### src/rtl/swk_pkg.sv
package swk_pkg;

    typedef enum logic [1:0] {
        ST_RUN     = 2'd0,
        ST_SLEEP   = 2'd1,
        ST_OSTWAIT = 2'd2
    } pwr_state_e;

    typedef enum logic [1:0] {
        OSC_LP    = 2'd0,
        OSC_XT    = 2'd1,
        OSC_HS    = 2'd2,
        OSC_INTRC = 2'd3
    } osc_mode_e;

    typedef struct packed {
        logic to;
        logic pd;
    } pwr_status_t;

    localparam pwr_status_t STATUS_RESET = '{to: 1'b1, pd: 1'b1};

    function automatic logic osc_needs_ost(input logic [1:0] mode);
        return mode != OSC_INTRC;
    endfunction

endpackage

### src/rtl/swk_wake_detect.sv
module swk_wake_detect #(
    parameter int NUM_SRC = 8
) (
    input  logic               clk,
    input  logic               rst,
    input  logic [NUM_SRC-1:0] flag_i,
    input  logic [NUM_SRC-1:0] en_i,
    output logic               any_o,
    output logic               prior_o
);
    logic [NUM_SRC-1:0] hit;
    logic               prior_q;

    for (genvar i = 0; i < NUM_SRC; i++) begin : g_src
        assign hit[i] = flag_i[i] & en_i[i];
    end

    assign any_o   = |hit;
    assign prior_o = prior_q;

    always_ff @(posedge clk) begin
        if (rst) prior_q <= 1'b0;
        else     prior_q <= any_o;
    end


    prior_tracks_chk: assert property (@(posedge clk) disable iff (rst)
        (flag_i == '0) |=> !prior_o);

endmodule

### src/rtl/swk_ost_timer.sv
module swk_ost_timer #(
    parameter int OST_CYCLES = 1024
) (
    input  logic clk,
    input  logic rst,
    input  logic clr_i,
    input  logic run_i,
    output logic tick_o
);
    localparam int CNT_W = (OST_CYCLES > 2) ? $clog2(OST_CYCLES) : 1;
    localparam logic [CNT_W-1:0] LAST = CNT_W'(OST_CYCLES - 1);

    logic [CNT_W-1:0] cnt_q;

    assign tick_o = run_i && (cnt_q == LAST);

    always_ff @(posedge clk) begin
        if (rst || clr_i)  cnt_q <= '0;
        else if (tick_o)   cnt_q <= '0;
        else if (run_i)    cnt_q <= cnt_q + 1'b1;
    end


    ost_clear_chk: assert property (@(posedge clk) disable iff (rst)
        clr_i |=> (cnt_q == '0));


    ost_step_chk: assert property (@(posedge clk) disable iff (rst)
        (run_i && !clr_i && !tick_o) |=> (cnt_q == $past(cnt_q) + 1'b1));

endmodule

### src/rtl/swk_seq.sv
module swk_seq
    import swk_pkg::*;
(
    input  logic       clk,
    input  logic       rst,
    input  logic       sleep_exec_i,
    input  logic       wake_any_i,
    input  logic       wake_prior_i,
    input  logic       gie_i,
    input  logic [1:0] osc_mode_i,
    input  logic       ost_tick_i,
    output logic       ost_clr_o,
    output logic       ost_run_o,
    output logic       hold_o,
    output logic       wdt_clr_o,
    output logic       to_o,
    output logic       pd_o,
    output logic       vector_o,
    output logic       ost_done_o
);
    pwr_state_e  state_q, state_d;
    pwr_status_t stat_q;
    logic        early_q, wdt_clr_q, vector_q, ost_done_q;
    logic        in_run, enter, wake_now, leave;

    assign in_run   = (state_q == ST_RUN);
    assign enter    = in_run && sleep_exec_i && !wake_prior_i;
    assign wake_now = (state_q == ST_SLEEP) && (wake_any_i || early_q);
    assign leave    = (wake_now && !osc_needs_ost(osc_mode_i))
                   || ((state_q == ST_OSTWAIT) && ost_tick_i);

    always_comb begin
        state_d = state_q;
        unique case (state_q)
            ST_RUN:     if (enter) state_d = ST_SLEEP;
            ST_SLEEP:   if (wake_now)
                            state_d = osc_needs_ost(osc_mode_i) ? ST_OSTWAIT : ST_RUN;
            ST_OSTWAIT: if (ost_tick_i) state_d = ST_RUN;
            default:    state_d = ST_RUN;
        endcase
    end

    always_ff @(posedge clk) begin
        if (rst) begin
            state_q    <= ST_RUN;
            stat_q     <= STATUS_RESET;
            early_q    <= 1'b0;
            wdt_clr_q  <= 1'b0;
            vector_q   <= 1'b0;
            ost_done_q <= 1'b1;
        end else begin
            state_q   <= state_d;
            wdt_clr_q <= enter;
            vector_q  <= leave && gie_i;
            if (enter) begin
                stat_q.to  <= 1'b1;
                stat_q.pd  <= 1'b0;
                early_q    <= wake_any_i;
                ost_done_q <= 1'b0;
            end else begin
                if (wake_now) early_q    <= 1'b0;
                if (leave)    ost_done_q <= 1'b1;
            end
        end
    end

    assign ost_clr_o  = enter;
    assign ost_run_o  = (state_q == ST_OSTWAIT);
    assign hold_o     = !in_run;
    assign wdt_clr_o  = wdt_clr_q;
    assign to_o       = stat_q.to;
    assign pd_o       = stat_q.pd;
    assign vector_o   = vector_q;
    assign ost_done_o = ost_done_q;


    reset_state_chk: assert property (@(posedge clk)
        $past(rst) |-> (in_run && stat_q.to && stat_q.pd && !wdt_clr_q && !vector_q));


    nop_sleep_chk: assert property (@(posedge clk) disable iff (rst)
        (in_run && sleep_exec_i && wake_prior_i) |=> (in_run && !wdt_clr_q && $stable(stat_q)));


    full_sleep_chk: assert property (@(posedge clk) disable iff (rst)
        (in_run && sleep_exec_i && !wake_prior_i) |=> (hold_o && wdt_clr_q && stat_q.to && !stat_q.pd));


    wdt_pulse_chk: assert property (@(posedge clk) disable iff (rst)
        wdt_clr_q |=> !wdt_clr_q);


    early_wake_chk: assert property (@(posedge clk) disable iff (rst)
        (in_run && sleep_exec_i && !wake_prior_i && wake_any_i) |=> ##1 (state_q != ST_SLEEP));


    stay_asleep_chk: assert property (@(posedge clk) disable iff (rst)
        ((state_q == ST_SLEEP) && !wake_any_i && !early_q) |=> (state_q == ST_SLEEP));


    bypass_chk: assert property (@(posedge clk) disable iff (rst)
        ((state_q == ST_SLEEP) && wake_any_i && (osc_mode_i == 2'd3)) |=> !hold_o);


    vector_gie_chk: assert property (@(posedge clk) disable iff (rst)
        vector_q |-> ($past(gie_i) && in_run && $past(hold_o)));


    ignore_strobe_chk: assert property (@(posedge clk) disable iff (rst)
        (!in_run && sleep_exec_i) |=> !wdt_clr_q);

endmodule

### src/rtl/sleep_wake_ctrl.sv
module sleep_wake_ctrl #(
    parameter int NUM_SRC    = 8,
    parameter int OST_CYCLES = 1024
) (
    input  logic               clk,
    input  logic               rst,
    input  logic               sleep_exec,
    input  logic [NUM_SRC-1:0] irq_flag,
    input  logic [NUM_SRC-1:0] irq_enable,
    input  logic               global_ie,
    input  logic [1:0]         osc_mode,
    output logic               core_hold,
    output logic               wdt_clear,
    output logic               to_bit,
    output logic               pd_bit,
    output logic               vector_req,
    output logic               osc_ready
);
    logic wake_any, wake_prior, ost_clr, ost_run, ost_tick;

    swk_wake_detect #(.NUM_SRC(NUM_SRC)) wake_i (
        .clk     (clk),
        .rst     (rst),
        .flag_i  (irq_flag),
        .en_i    (irq_enable),
        .any_o   (wake_any),
        .prior_o (wake_prior)
    );

    swk_ost_timer #(.OST_CYCLES(OST_CYCLES)) ost_i (
        .clk    (clk),
        .rst    (rst),
        .clr_i  (ost_clr),
        .run_i  (ost_run),
        .tick_o (ost_tick)
    );

    swk_seq seq_i (
        .clk          (clk),
        .rst          (rst),
        .sleep_exec_i (sleep_exec),
        .wake_any_i   (wake_any),
        .wake_prior_i (wake_prior),
        .gie_i        (global_ie),
        .osc_mode_i   (osc_mode),
        .ost_tick_i   (ost_tick),
        .ost_clr_o    (ost_clr),
        .ost_run_o    (ost_run),
        .hold_o       (core_hold),
        .wdt_clr_o    (wdt_clear),
        .to_o         (to_bit),
        .pd_o         (pd_bit),
        .vector_o     (vector_req),
        .ost_done_o   (osc_ready)
    );

endmodule

### config.mk
export PLATFORM = sky130hd
export DESIGN_NAME = sleep_wake_ctrl
export DESIGN_NICKNAME = d
export VERILOG_FILES = /design/src/rtl/swk_pkg.sv /design/src/rtl/swk_wake_detect.sv /design/src/rtl/swk_ost_timer.sv /design/src/rtl/swk_seq.sv /design/src/rtl/sleep_wake_ctrl.sv
export SDC_FILE = /design/constraint.sdc
export NUM_CORES = 1
export LEC_CHECK = 0
export ABC_CLOCK_PERIOD_IN_PS = 1300
export CAP_MARGIN = 20
export CORE_MARGIN = 8
export CORE_UTILIZATION = 35
export DETAILED_ROUTE_END_ITERATION = 8
export GPL_TIMING_DRIVEN = 0
export PLACE_DENSITY = 0.77
export RECOVER_POWER = 25
export SETUP_SLACK_MARGIN = 0.1
export SLEW_MARGIN = 20
export SYNTH_ARGS = -nofsm -noshare
export SYNTH_HDL_FRONTEND = slang
export SYNTH_SLANG_ARGS = --single-unit
export TNS_END_PERCENT = 50
### constraint.sdc
create_clock -name clk -period 1.3 [get_ports clk]
set_input_delay 0.195 -clock clk [delete_from_list [all_inputs] [get_ports clk]]
set_output_delay 0.195 -clock clk [all_outputs]
set_load 0.005 [all_outputs]
# --- Word-level counts from Yosys, hierarchy flattened ---
# Cells that the tools add are included.
totals:
  register_bits: 18
  in_bits: 22
  out_inout_bits: 6
  elab_cells: 52
op_classes:
  addsub: 1
  n_eq_ne: 7
  muxes: 9
  bitwise: 8
  reduce_logical: 19
ops:
  columns: ["cell", "count"]
  rows:
  - ["10-bit by 1-bit adder with 10-bit output (second input constant)", 1]
  - ["10-bit equality test (second input constant)", 1]
  - ["1-bit AND", 8]
  - ["2-bit two-way mux", 4]
  - ["8-bit OR reduction", 1]
  - ["1-bit logical AND", 7]
  - ["2-bit case mux with 3 select lines", 1]
  - ["1-bit two-way mux", 4]
  - ["2-bit by 1-bit != test with 1-bit output (second input constant)", 2]
  - ["2-bit != test (second input constant)", 2]
  - ["2-bit nonzero test", 2]
  - ["1-bit logical NOT", 3]
  - ["1-bit logical OR", 3]
  - ["3-bit AND reduction", 1]
  - ["2-bit by 1-bit equality test with 1-bit output (second input constant)", 1]
  - ["2-bit equality test (second input constant)", 1]
  - ["2-bit logical NOT", 1]
  - ["2-bit OR reduction", 1]

# --- Depth between registers and ports, before layout ---
# Gate-level depths: netlist of the first run.
logic_depth:
  ltp_word: 8
  mapped_depth: 6
  depth_no_buf: 5

# --- By module ---
# Synthesis of the first run repeated with hierarchy kept, for this count alone.
unflattened:
  hier_cells: 99
  hier_area_um2: 920.9
modules_own_cells:
  columns: ["mod", "instances", "cells_each", "area_per_inst_um2", "seq_area_each_um2"]
  rows:
  - ["swk_ost_timer", 1, 58, 519.2, 200.2]
  - ["swk_seq", 1, 34, 309.0, 140.1]
  - ["swk_wake_detect", 1, 7, 92.6, 20.0]

# --- Worst setup path after synthesis of the first run ---
# Ideal clock, no wire load.
synth_path:
  path_kind: "reg-to-reg"
  from: "register ost_i.cnt_q[0]"
  to: "register ost_i.cnt_q[0]"
  setup_time_ns: 0.064
  arrival_ns: 1.265
  setup_slack_ns: -0.029
  path_stages_with_launch: 7
  path_cell_list: "dfxtp_1 ha_1 nand3_1 nor4_2 or3_1 buf_6 nor2_1"
synth_via:
  elab_chain_cells: 3
  word_cells_on_any_way: 4
synth_rtl:
  columns: ["element", "line_no", "rtl"]
  rows:
  - ["start, declared", "swk_ost_timer.sv:13", "logic [CNT_W-1:0] cnt_q;"]
  - ["start signal, assigned", "swk_ost_timer.sv:20", "else if (run_i) cnt_q <= cnt_q + 1'b1;"]
  - ["parallel branches: the longest is 3 deep, another holds 10-bit by 1-bit adder with 10-bit output", null, null]
# Several ways; the timed one is not identified.
# A chain may end at the register's enable or synchronous reset.

# --- Final worst setup path of the first run ---
layout_path:
  from: "register ost_i.cnt_q[0]"
  to: "register ost_i.cnt_q[6]"
# Same word-level chain as after synthesis.

==> results of run 1 <==
==> cells by family after synthesis <==
family | synth area share
flops | 0.424
buf+inv | 0.0485
other cells | 0.00441
mux | 0.0250
compound gates | 0.110
xor+xnor | 0.0824
fa+ha+maj | 0.0147
simple gates | 0.291
==> critical path: stages (launching register included) <==
cell	delay, ns
sky130_fd_sc_hd__dfxtp_4	0.37
sky130_fd_sc_hd__ha_4	0.17
sky130_fd_sc_hd__nand3_4	0.09
sky130_fd_sc_hd__nor4_4	0.05
sky130_fd_sc_hd__or3_4	0.35
sky130_fd_sc_hd__buf_6	0.14
sky130_fd_sc_hd__nor2_2	0.10
==> worst min-delay path by stage <==
stage | start | end | slack (ns)
3_5_place_dp | seq_i.pd_o | seq_i.pd_o | 0.44
6_report | rst | ost_i.cnt_q[2] | 0.28
3_3_place_gp | seq_i.pd_o | seq_i.pd_o | 0.44
2_1_floorplan | global_ie | seq_i.vector_o | 0.33
5_1_grt | rst | ost_i.cnt_q[2] | 0.30
4_1_cts | rst | ost_i.cnt_q[2] | 0.26
==> sequential cells by signal, indices dropped and copies added (netlist names) <==
signal            flops
seq_i.ost_done_o      1
ost_i.cnt_q          10
wake_i.prior_o        1
seq_i.state_q         2
seq_i.wdt_clr_o       1
seq_i.vector_o        1
seq_i.pd_o            1
seq_i.early_q         1
==> per-stage QoR <==
step	setup WS, ns	util	hold WS (ns)
after floorplan	0.00805	-	0.325
after global placement	-0.181	0.491	0.440
after detailed placement	-0.219	0.491	0.442
after CTS	-0.0512	0.536	0.260
after global routing	-0.113	0.546	0.303
final	-0.0406	0.546	0.276
==> area by class of cell <==
cell class	instances	area (sq um)	area share
Clock buffer	3	22.5	0.0173
Buffer	3	22.5	0.0173
Tap cell	30	37.5	0.0288
Sequential cell	18	382	0.293
Timing Repair Buffer	35	319	0.245
Inverter	2	7.51	0.00576
Multi-Input combinational cell	73	512	0.393
==> timing repair <==
action / CTS / global route
gates resized for setup: 20 / 9
setup buffers: 6 / 3
endpoints found under the setup margin: 21 / 15
pin swaps: 8 / 2
gates cloned: 1 / 0
==> Yosys cell counts (2+ instances only) <==
cell type | instances | area share
sky130_fd_sc_hd__nand2_1 | 6 | 0.026
sky130_fd_sc_hd__o21ai_0 | 2 | 0.012
sky130_fd_sc_hd__xor2_1 | 5 | 0.051
sky130_fd_sc_hd__a21oi_1 | 3 | 0.018
sky130_fd_sc_hd__nand4_1 | 2 | 0.015
sky130_fd_sc_hd__buf_6 | 2 | 0.026
sky130_fd_sc_hd__nor2b_1 | 2 | 0.015
sky130_fd_sc_hd__nand3_1 | 4 | 0.024
sky130_fd_sc_hd__dfxtp_1 | 18 | 0.42
sky130_fd_sc_hd__nor3_1 | 5 | 0.029
sky130_fd_sc_hd__a22oi_1 | 4 | 0.035
sky130_fd_sc_hd__inv_1 | 2 | 0.0088
sky130_fd_sc_hd__nand2b_1 | 3 | 0.022
sky130_fd_sc_hd__nor2_1 | 15 | 0.066
sky130_fd_sc_hd__xnor2_1 | 3 | 0.031
sky130_fd_sc_hd__a21o_1 | 2 | 0.018
==> routing by layer <==
metal	up-vias	part of all wire	routed length (microns)	GRT usage
li1	409	-	-	-
met1	395	0.40	914	0.112
met2	32	0.48	1100	0.192
met3	5	0.094	213	0.0714
met4	0	0.018	40	0.0381
met5	-	0	0	0
==> where the power goes <==
group,total (mW),switching [mW],internal [mW],leakage [nW]
Sequential,0.580,0.0139,0.566,0.151
Combinational,0.191,0.0705,0.121,0.339
Clock,0.286,0.178,0.108,0.0138
==> results list, run 1 <==
- TritonCTS built the clock tree.
* Length in cells of the worst reg-to-reg path: 6
* Setup TNS after final layout: -0.157 ns
- Leading cell types in the layout, fill and taps excluded: sky130_fd_sc_hd__clkdlybuf4s50_1, sky130_fd_sc_hd__nor2_1, sky130_fd_sc_hd__buf_4
* Num CTS Buffers: 3
- Portion of the post-synthesis area used by sequential elements: 0.424
* Leak Pwr: 0.504 nW
- The final-report hold violation count is 0.
* GR Overflow Total: 0
- Num Clock Sinks: 18
- Yosys warning total: 0
* Antenna diode count: 0
- CTS built an H-tree with a depth of 1.
* Antenna viol nets, final: 0
- For this run, the post-layout net count is 159.
* Pin count of the biggest net entering global routing: 11
* Maximum root-to-sink buffer count: 2
* Register-to-register setup slack: -0.04 ns
- Proportion of layout cells with a drive suffix above 1: 0.299
- The floorplan has 18 rows.
- The die covers 4260 sq um.
- Crit Path Category: reg2reg
* Cell count after placement: 152
* Clock insertion delay at the later pin of the skew report: 0.30 ns
* Design Power: 1.06 mW
* Status: finished with violations
- Global Route Usage Sum: 0.114
* Buffer type at the clock tree root: sky130_fd_sc_hd__clkbuf_4
* Number of detailed-route iterations in the first pass: 4
- The detailed router finished its first iteration with 36 violations.
- In the finished design, the share of the clock period the worst path needs comes to 1.03.
* Number of filler cells placed in the layout: 233
- Across the VDD grid, the largest voltage drop is 0.893 mV.
- Vias/cell: 5.13
- The count of buffers added on input and output ports is 25.
- EDFF count, synth: 0
* Remaining DRCs: 0
- The wire-length estimate of the detail-placed layout is 1.59 mm.
- Core area: 2390 sq um
* Worst R2R End: ost_i.cnt_q[6]
* Reg2Reg Launch Point: ost_i.cnt_q[0]
- Width of the die: 65.3 microns
- Dividing the synthesized area by the synthesized cell count gives 8.77 sq um.
- STA puts the critical path data required time at 1.54 ns.
* Launching element type of the critical path: flop
- Max-cap violations in this run came to 0.
- Violated checks: setup timing
* Routability congestion estimate: 0.782
* Synth Flop Type: sky130_fd_sc_hd__dfxtp_1
- Leaving out fill and tap cells, the most frequent cell in the layout is sky130_fd_sc_hd__clkdlybuf4s50_1.
- Final clock skew: 0.00255 ns
* Max Slew Vio Count: 0
- Counting every instance in the synthesized netlist gives 97.
* Die Y-Extent: 65.3 microns
* Post-Place Cell Area: 1170 sq um
- Number of top-level pins: 28
- Static timing analysis puts the maximum clock frequency at 746 MHz.
- RSZ-0062 raised after global routing: true
- Of all flip-flops after synthesis, the portion carrying an async set or reset was 0.
- Setup crit end: ost_i.cnt_q[6]
* Hold-fix buffers, CTS: 0
* Number of global-route vias before repair: 885
- Critical Path Sink Type: flop
* DR WL/cell: 13.8 microns
- Setup slack on the critical path of the routed design comes to -0.0406 ns.
* Power Dens Cells: 811 nW/um^2
- First-pass GRT wire length: 3.81 mm
* Count of different cell masters after synthesis: 35
- Final Instance Area: 1300 sq um
* Area growth from synthesis to layout: 53.1%
- Clock period minus worst slack: 1.34 ns
* Number of nets in the synthesized netlist: 120
- CP arrival: 1.58 ns
* Path category of the worst min-delay check: in2reg
- The most critical setup path has its startpoint at ost_i.cnt_q[0].
* Register bit total from synthesis: 18
* Initial Utilization: 0.356
* Number of cells traversed by the worst hold path: 2
- Total Routed Length: 2.27 mm
- Initial antenna violation count: 0
* Total number of vias: 841
* Non-filler cells, final: 164
- Highest net fanout along the worst path: 5
- Setup violations remaining at the end of the flow were counted as 6.
- Summing every instance area after synthesis gives 851 sq um.
- Clk pin slew, worst setup/hold paths: 0.10 ns
Power figures use the tool's default switching activity.
==> run 2, diff against run 1 <==
--- a/config.mk
+++ b/config.mk
@@ -5,14 +5,14 @@
 export SDC_FILE = /design/constraint.sdc
 export NUM_CORES = 1
 export LEC_CHECK = 0
+export ABC_AREA = 1
 export ABC_CLOCK_PERIOD_IN_PS = 1300
 export CAP_MARGIN = 20
 export CORE_MARGIN = 8
 export CORE_UTILIZATION = 35
 export DETAILED_ROUTE_END_ITERATION = 8
 export GPL_TIMING_DRIVEN = 0
-export PLACE_DENSITY = 0.77
-export RECOVER_POWER = 25
+export PLACE_DENSITY = 0.76
 export SETUP_SLACK_MARGIN = 0.1
 export SLEW_MARGIN = 20
 export SYNTH_ARGS = -nofsm -noshare
==> results list, run 2 <==
- The run finished with clean final reports.
- Number of global-route vias before repair: 914
* Highest-delay cell along the critical path: sky130_fd_sc_hd__dfxtp_2
* Cell with the most instances after synthesis: sky130_fd_sc_hd__nand2_1
- Entering global routing, the biggest net connects 11 pins.
* Dominant cell type by area after synthesis: sky130_fd_sc_hd__dfxtp_1
* Max Slew Vio Count: 0
- Power Dens Cells: 791 nW/um^2
- Critical Path Sink Type: flop
* Yosys warning total: 0
- Of the cells placed in the final design, the portion with a size suffix greater than 1 is 0.254.
* Final Instance Area: 1410 sq um
* Width of the die: 66.7 microns
* Clk pin slew, worst setup/hold paths: 0.10 ns
- Dividing the detail-routed wire length by the instance count gives 12.1 microns.
- Number of I/O port buffers: 26
- Fraction of registers with async set or reset after synthesis: 0
* TritonCTS clock tree: done
- Counting both buffers and inverters, the worst setup path holds a total of 0.
- The multi-input combinational cells in the finished layout cover a total of 557 sq um.
* Count of standard-cell rows: 18
- In this run, placement finished with an instance count of 184.
- Total number of vias: 919
- From bottom edge to top edge, the die measures 66.7 microns.
- Count of nets after finishing: 193
- Count of different cell masters after synthesis: 26
- The critical path in this run is classified as reg2reg.
- Synthesis produced a netlist with a net count of 151.
* Portion of the clock cycle consumed by the worst path in the final layout: 0.978
- Register bit total from synthesis: 18
- STA puts the critical path data arrival time at 1.52 ns.
* Clock H-tree levels: 1
- Non-filler cells, final: 199
* Chain of cells forming the critical path: ha_4 -> nand3_4 -> nor2_4 -> nand3_2 -> or2_1 -> a21oi_2
- Total Routed Length: 2.41 mm
* Clock insertion delay at the later pin of the skew report: 0.30 ns
- Number of detailed-route iterations in the first pass: 4
* Final clock skew: 0.0102 ns
* GR Overflow Total: 0
- Derived from the worst setup path, the maximum achievable clock frequency is 787 MHz.
- Antenna diode count: 0
- Initial Utilization: 0.367
* Final setup viols: 0
- Pin placement for this block handled 28 I/O pins.
- Routability congestion estimate: 0.861
* Largest cells by area after synthesis: sky130_fd_sc_hd__dfxtp_1, sky130_fd_sc_hd__nand2_1, sky130_fd_sc_hd__nor2_1
* Leading cell types in the layout, fill and taps excluded: sky130_fd_sc_hd__nand2_1, sky130_fd_sc_hd__clkdlybuf4s50_1, sky130_fd_sc_hd__nor2_1, sky130_fd_sc_hd__dfxtp_1
- First-pass GRT wire length: 3.68 mm
- Remaining DRCs: 0
- Cell type group with the largest total delay on the critical path: simple AND/OR/NAND/NOR gates
- Clock period minus worst slack: 1.27 ns
- Largest register FFs: 10
* Max VDD drop: 1.02 mV
- Number of filler cells placed in the layout: 202
* Number of hold-slack violations in the final timing report: 0
- Post-Synthesis Cells: 128
* RSZ-0062 raised after global routing: true
- Final core occ: 0.572
* # Max-Cap Violations: 0
- The tightest hold path in the finished design has a slack of 0.426 ns.
* Post-synth top cells: sky130_fd_sc_hd__nand2_1, sky130_fd_sc_hd__dfxtp_1, sky130_fd_sc_hd__nor2_1, sky130_fd_sc_hd__inv_1, sky130_fd_sc_hd__nand3_1
* Required time worst endpoint: 1.55 ns
* Num CTS Buffers: 3
- In the final layout, the registers with the most flip-flops are ost_i.cnt_q: 10 flops, seq_i.state_q: 2 flops.
- Along the worst path, the maximum fanout reaches 3.
* First-iteration detailed-routing DRC count: 30
* Synth Flop Type: sky130_fd_sc_hd__dfxtp_1
* Delay of the slowest critical-path stage: 0.37 ns
- In this run the remaining antenna-violating nets after routing total 0.
- EDFF count, synth: 0
* Leak Pwr: 0.628 nW
* Maximum root-to-sink buffer count: 2
* Path category of the worst min-delay check: in2reg
- After legalization and detailed placement, the total HPWL measured 1.70 mm.
- The number of antenna violations at the first check in global routing came to 0.
* Launching element type of the critical path: flop
* Avg Cell Area, Syn: 7.04 sq um
- For this run, the total global-route usage over all layers was measured as 0.105.
* Vias/cell: 4.62
- The area growth from synthesis to layout is 56.0%.
- The mapped netlist covers 901 sq um.
- The share of synthesized area in the top cell type comes to 0.400.
* Post-Place Cell Area: 1210 sq um
- Sequential cell area in the final layout: 372 sq um
* Num Clock Sinks: 18
- The share of the Yosys chip area taken by registers is 0.400.
- Buffer type at the clock tree root: sky130_fd_sc_hd__clkbuf_4
- Setup TNS after final layout: 0 ns
- Register ranked first by flip-flop count: ost_i.cnt_q
- Leading cell type in the layout, fill and taps excluded: sky130_fd_sc_hd__nand2_1
- Core area: 2450 sq um
* Area enclosed by the die boundary: 4450 sq um
run 2: cell types whose count changed after synthesis, sizes merged, moves of 4 or more:
cell	previous run	this run
xor2	5	0
a21oi	3	8
inv	2	15
nand2	6	41
a22oi	4	0
nand3	4	11
run 2: cell families after synthesis:
kind of cell / after synthesis / synth area share
AOI/OAI and AO/OA: 14 / 0.0875
xor gates and xnor gates: 1 / 0.00972
adders and majority gates: 1 / 0.0139
buffers and inverters: 16 / 0.0736
DFF: 18 / 0.400
other: 1 / 0.00416
and+or+nand+nor: 77 / 0.411
run 2: what timing repair did:
| item | CTS | global route |
|---|---|---|
| hold buffers | 0 | 0 |
| endpoints found under the setup margin | 16 | 13 |
| gates resized for setup | 16 | 15 |
| gates cloned | 0 | 0 |
| pin swaps | 3 | 7 |
| setup buffers | 3 | 8 |
run 2: where the power goes:
part           leakage [nW]  internal, mW  switching (mW)
Combinational         0.458         0.106          0.0815
Sequential            0.149         0.568          0.0124
Clock                0.0210         0.171           0.172
run 2: layer usage:
layer  part of all wire  up-vias  global-route usage
met4              0.017        0              0.0320
met2               0.53       17               0.203
li1                   -      492                   -
met3              0.035        4              0.0336
met1               0.42      406               0.101
met5                  0        -                   0
run 2: final cells by class:
cell class	count	share of cell area
multi-input cells	94	0.396
inverters	15	0.0419
repair buffers	37	0.240
plain buffers	1	0.00534
well taps	30	0.0267
clock buffers	4	0.0258
flip-flops and latches	18	0.264
run 2: path summary, 6_finish.rpt:
check | startpoint | endpoint | slack, ns | cells after the start
setup / recovery | ost_i.cnt_q[0] | ost_i.cnt_q[6] | 0.03 | 6
hold / removal | global_ie | seq_i.vector_o | 0.43 | 3
setup reg to reg | ost_i.cnt_q[0] | ost_i.cnt_q[6] | 0.03 | 6
hold reg to reg | seq_i.pd_o | seq_i.pd_o | 0.45 | 2
run 2: stage by stage:
stage | setup slack, ns | total power, mW
finish | 0.0292 | 1.11
global route | -0.0489 | 1.17
CTS | 0.0179 | 1.10
detailed placement | -0.180 | 0.768
global placement | -0.148 | 0.764
floorplan | 0.106 | 0.664
run 2: worst reg2reg max path: stages (launching register included):
cell and delay (ns):
sky130_fd_sc_hd__dfxtp_2 0.37, sky130_fd_sc_hd__ha_4 0.16, sky130_fd_sc_hd__nand3_4 0.10, sky130_fd_sc_hd__nor2_4 0.16, sky130_fd_sc_hd__nand3_2 0.09, sky130_fd_sc_hd__or2_1 0.24, sky130_fd_sc_hd__a21oi_2 0.11
==> run 3, diff against run 2 <==
--- a/config.mk
+++ b/config.mk
@@ -13,6 +13,7 @@
 export DETAILED_ROUTE_END_ITERATION = 8
 export GPL_TIMING_DRIVEN = 0
 export PLACE_DENSITY = 0.76
+export REMOVE_ABC_BUFFERS = 1
 export SETUP_SLACK_MARGIN = 0.1
 export SLEW_MARGIN = 20
 export SYNTH_ARGS = -nofsm -noshare
==> results list, run 3 (synthesis gave the netlist of run 2 again) <==
- For this block, the routed nets add up to 2.49 mm of wire.
* Count of nets after finishing: 188
- Final clock skew: 0.00448 ns
* Status: finished clean
* Highest net fanout along the worst path: 3
- The via count of the first global-routing pass was 954.
- Width of the die: 66.7 microns
- Timing analysis after detailed placement gives a worst setup slack of -0.194 ns.
- The core region is 2450 sq um.
* Number of hold-slack violations in the final timing report: 0
- Clock period minus worst slack: 1.22 ns
- Worst R2R End: ost_i.cnt_q[6]
- Timing would allow up to 822 MHz.
* Die Y-Extent: 66.7 microns
* Initial Utilization: 0.367
- Final setup viols: 0
- Final hold analysis gives a worst-case slack of 0.434 ns.
- # Max-Cap Violations: 0
- The die covers 4450 sq um.
- In this run the power density over the cells is 760 nW/um^2.
- The register with the most flip-flops in the layout has 10 of them.
* Num Clock Sinks: 18
- Final HPWL DP: 1.79 mm
* First-pass GRT wire length: 4.02 mm
* RSZ-0062 raised after global routing: true
- The path class of the tightest hold or removal check is in2reg.
- First-iteration detailed-routing DRC count: 34
* DR WL/cell: 12.9 microns
- IR analysis of the VDD net gives a maximum drop of 0.633 mV.
- Crit Path Category: reg2out
- Buffers inserted to repair hold after CTS numbered 0.
- CTS built an H-tree with a depth of 1.
- Num CTS Buffers: 3
- Critical Path Sink Type: output pin
* Launching element type of the critical path: flop
- Clock insertion delay at the later pin of the skew report: 0.29 ns
- The clock passes through at most 2 buffers.
* Count of standard-cell rows: 18
* Antenna diode count: 0
* Proportion of layout cells with a drive suffix above 1: 0.252
* Setup TNS after final layout: 0 ns
- The area growth from synthesis to layout is 52.2%.
- Crit path setup slack, layout: 0.0835 ns
* Buffer type at the clock tree root: sky130_fd_sc_hd__clkbuf_4
* Leading cell type in the layout, fill and taps excluded: sky130_fd_sc_hd__nand2_1
* Worst setup path startpoint: seq_i.state_q[0]
- Number of I/O port buffers: 26
- Portion of the clock cycle consumed by the worst path in the final layout: 0.936
- Setup crit end: core_hold
- Data arrives at the worst endpoint at 1.02 ns.
- After clock tree synthesis, the clock-pin slew on the worst setup and hold paths is 0.10 ns.
- Routability-driven placement finished with a final weighted congestion of 0.871.
- Number of top-level pins: 28
- TritonCTS clock tree: done
* Length in cells of the worst reg-to-reg path: 6
- The worst register-to-register path has a setup slack of 0.10 ns.
* Reg2Reg Launch Point: ost_i.cnt_q[0]
- Final core occ: 0.559
* Initial antenna violation count: 0
- Antenna viol nets, final: 0
- The pre-antenna-repair detailed-routing pass consisted of 4 iterations.
- Remaining DRCs: 0
* Max Slew Vio Count: 0
- The detailed router placed 952 vias in this run.
- Pin count of the biggest net entering global routing: 10
- Largest registers: ost_i.cnt_q: 10 flops, seq_i.state_q: 2 flops
* Leading cell types in the layout, fill and taps excluded: sky130_fd_sc_hd__nand2_1, sky130_fd_sc_hd__clkdlybuf4s50_1, sky130_fd_sc_hd__nor2_1, sky130_fd_sc_hd__dfxtp_1, sky130_fd_sc_hd__inv_1
* Required time worst endpoint: 1.11 ns
* Global Route Usage Sum: 0.116
* Startpoint of the worst hold path: global_ie
- The design draws 1.04 mW.
- Register ranked first by flip-flop count: ost_i.cnt_q
- After global routing the overflow that remains totals 0.
- Leak Pwr: 0.602 nW
- Using the TritonRoute via totals, the vias-per-cell ratio works out to 4.93.
-- run 3: cell types whose count changed in the layout (fill, tap and decap cells not counted), sizes merged --
cell / change
buf: -5
clkbuf: -2
clkdlybuf4s15: +1
-- run 3: timing repair --
item	4_1_cts	5_1_grt
setup buffers	3	4
endpoints found under the setup margin	18	13
resized for setup	26	13
pin swaps	4	4
cloned	0	0
-- run 3: area by class of cell --
class / count / area, sq um
well taps: 30 / 37.5
fillers: 229 / 1080
inverters: 15 / 58.8
multi-input cells: 94 / 568
clock buffers: 3 / 22.5
repair buffers: 33 / 308
flip-flops and latches: 18 / 377
-- run 3: worst min path at each step --
stage	to	slack, ns	cells past startpoint
CTS	seq_i.vector_o	0.44	3
global placement	seq_i.pd_o	0.43	2
finish	seq_i.vector_o	0.43	3
global route	seq_i.vector_o	0.46	3
floorplan	seq_i.state_q[1]	0.26	1
detailed placement	seq_i.pd_o	0.44	2
-- run 3: per-layer routing --
| metal | global-route usage | part of all wire | vias to the layer above | wire length [microns] |
|---|---|---|---|---|
| li1 | - | - | 480 | - |
| met1 | 0.119 | 0.39 | 437 | 980 |
| met4 | 0.0720 | 0.025 | 0 | 63 |
| met2 | 0.209 | 0.54 | 28 | 1340 |
| met3 | 0.0218 | 0.042 | 7 | 105 |
| met5 | 0 | 0 | - | 0 |
-- run 3: critical path: stages, from the launching register on --
cell and delay, ns:
sky130_fd_sc_hd__dfxtp_4 0.37, sky130_fd_sc_hd__nor2_4 0.11, sky130_fd_sc_hd__inv_1 0.04, sky130_fd_sc_hd__clkdlybuf4s15_1 0.20
-- run 3: power breakdown --
part           internal (mW)  total (mW)  switching (mW)
Sequential             0.566       0.578          0.0119
Combinational          0.104       0.188          0.0832
Clock                  0.108       0.277           0.169
-- run 3: per-stage QoR --
step           std cells  instance area (sq um)
3_5_place_dp         183                   1190
2_1_floorplan        127                    893
4_1_cts              189                   1310
5_1_grt              193                   1370
3_3_place_gp         183                   1190
6_report             193                   1370
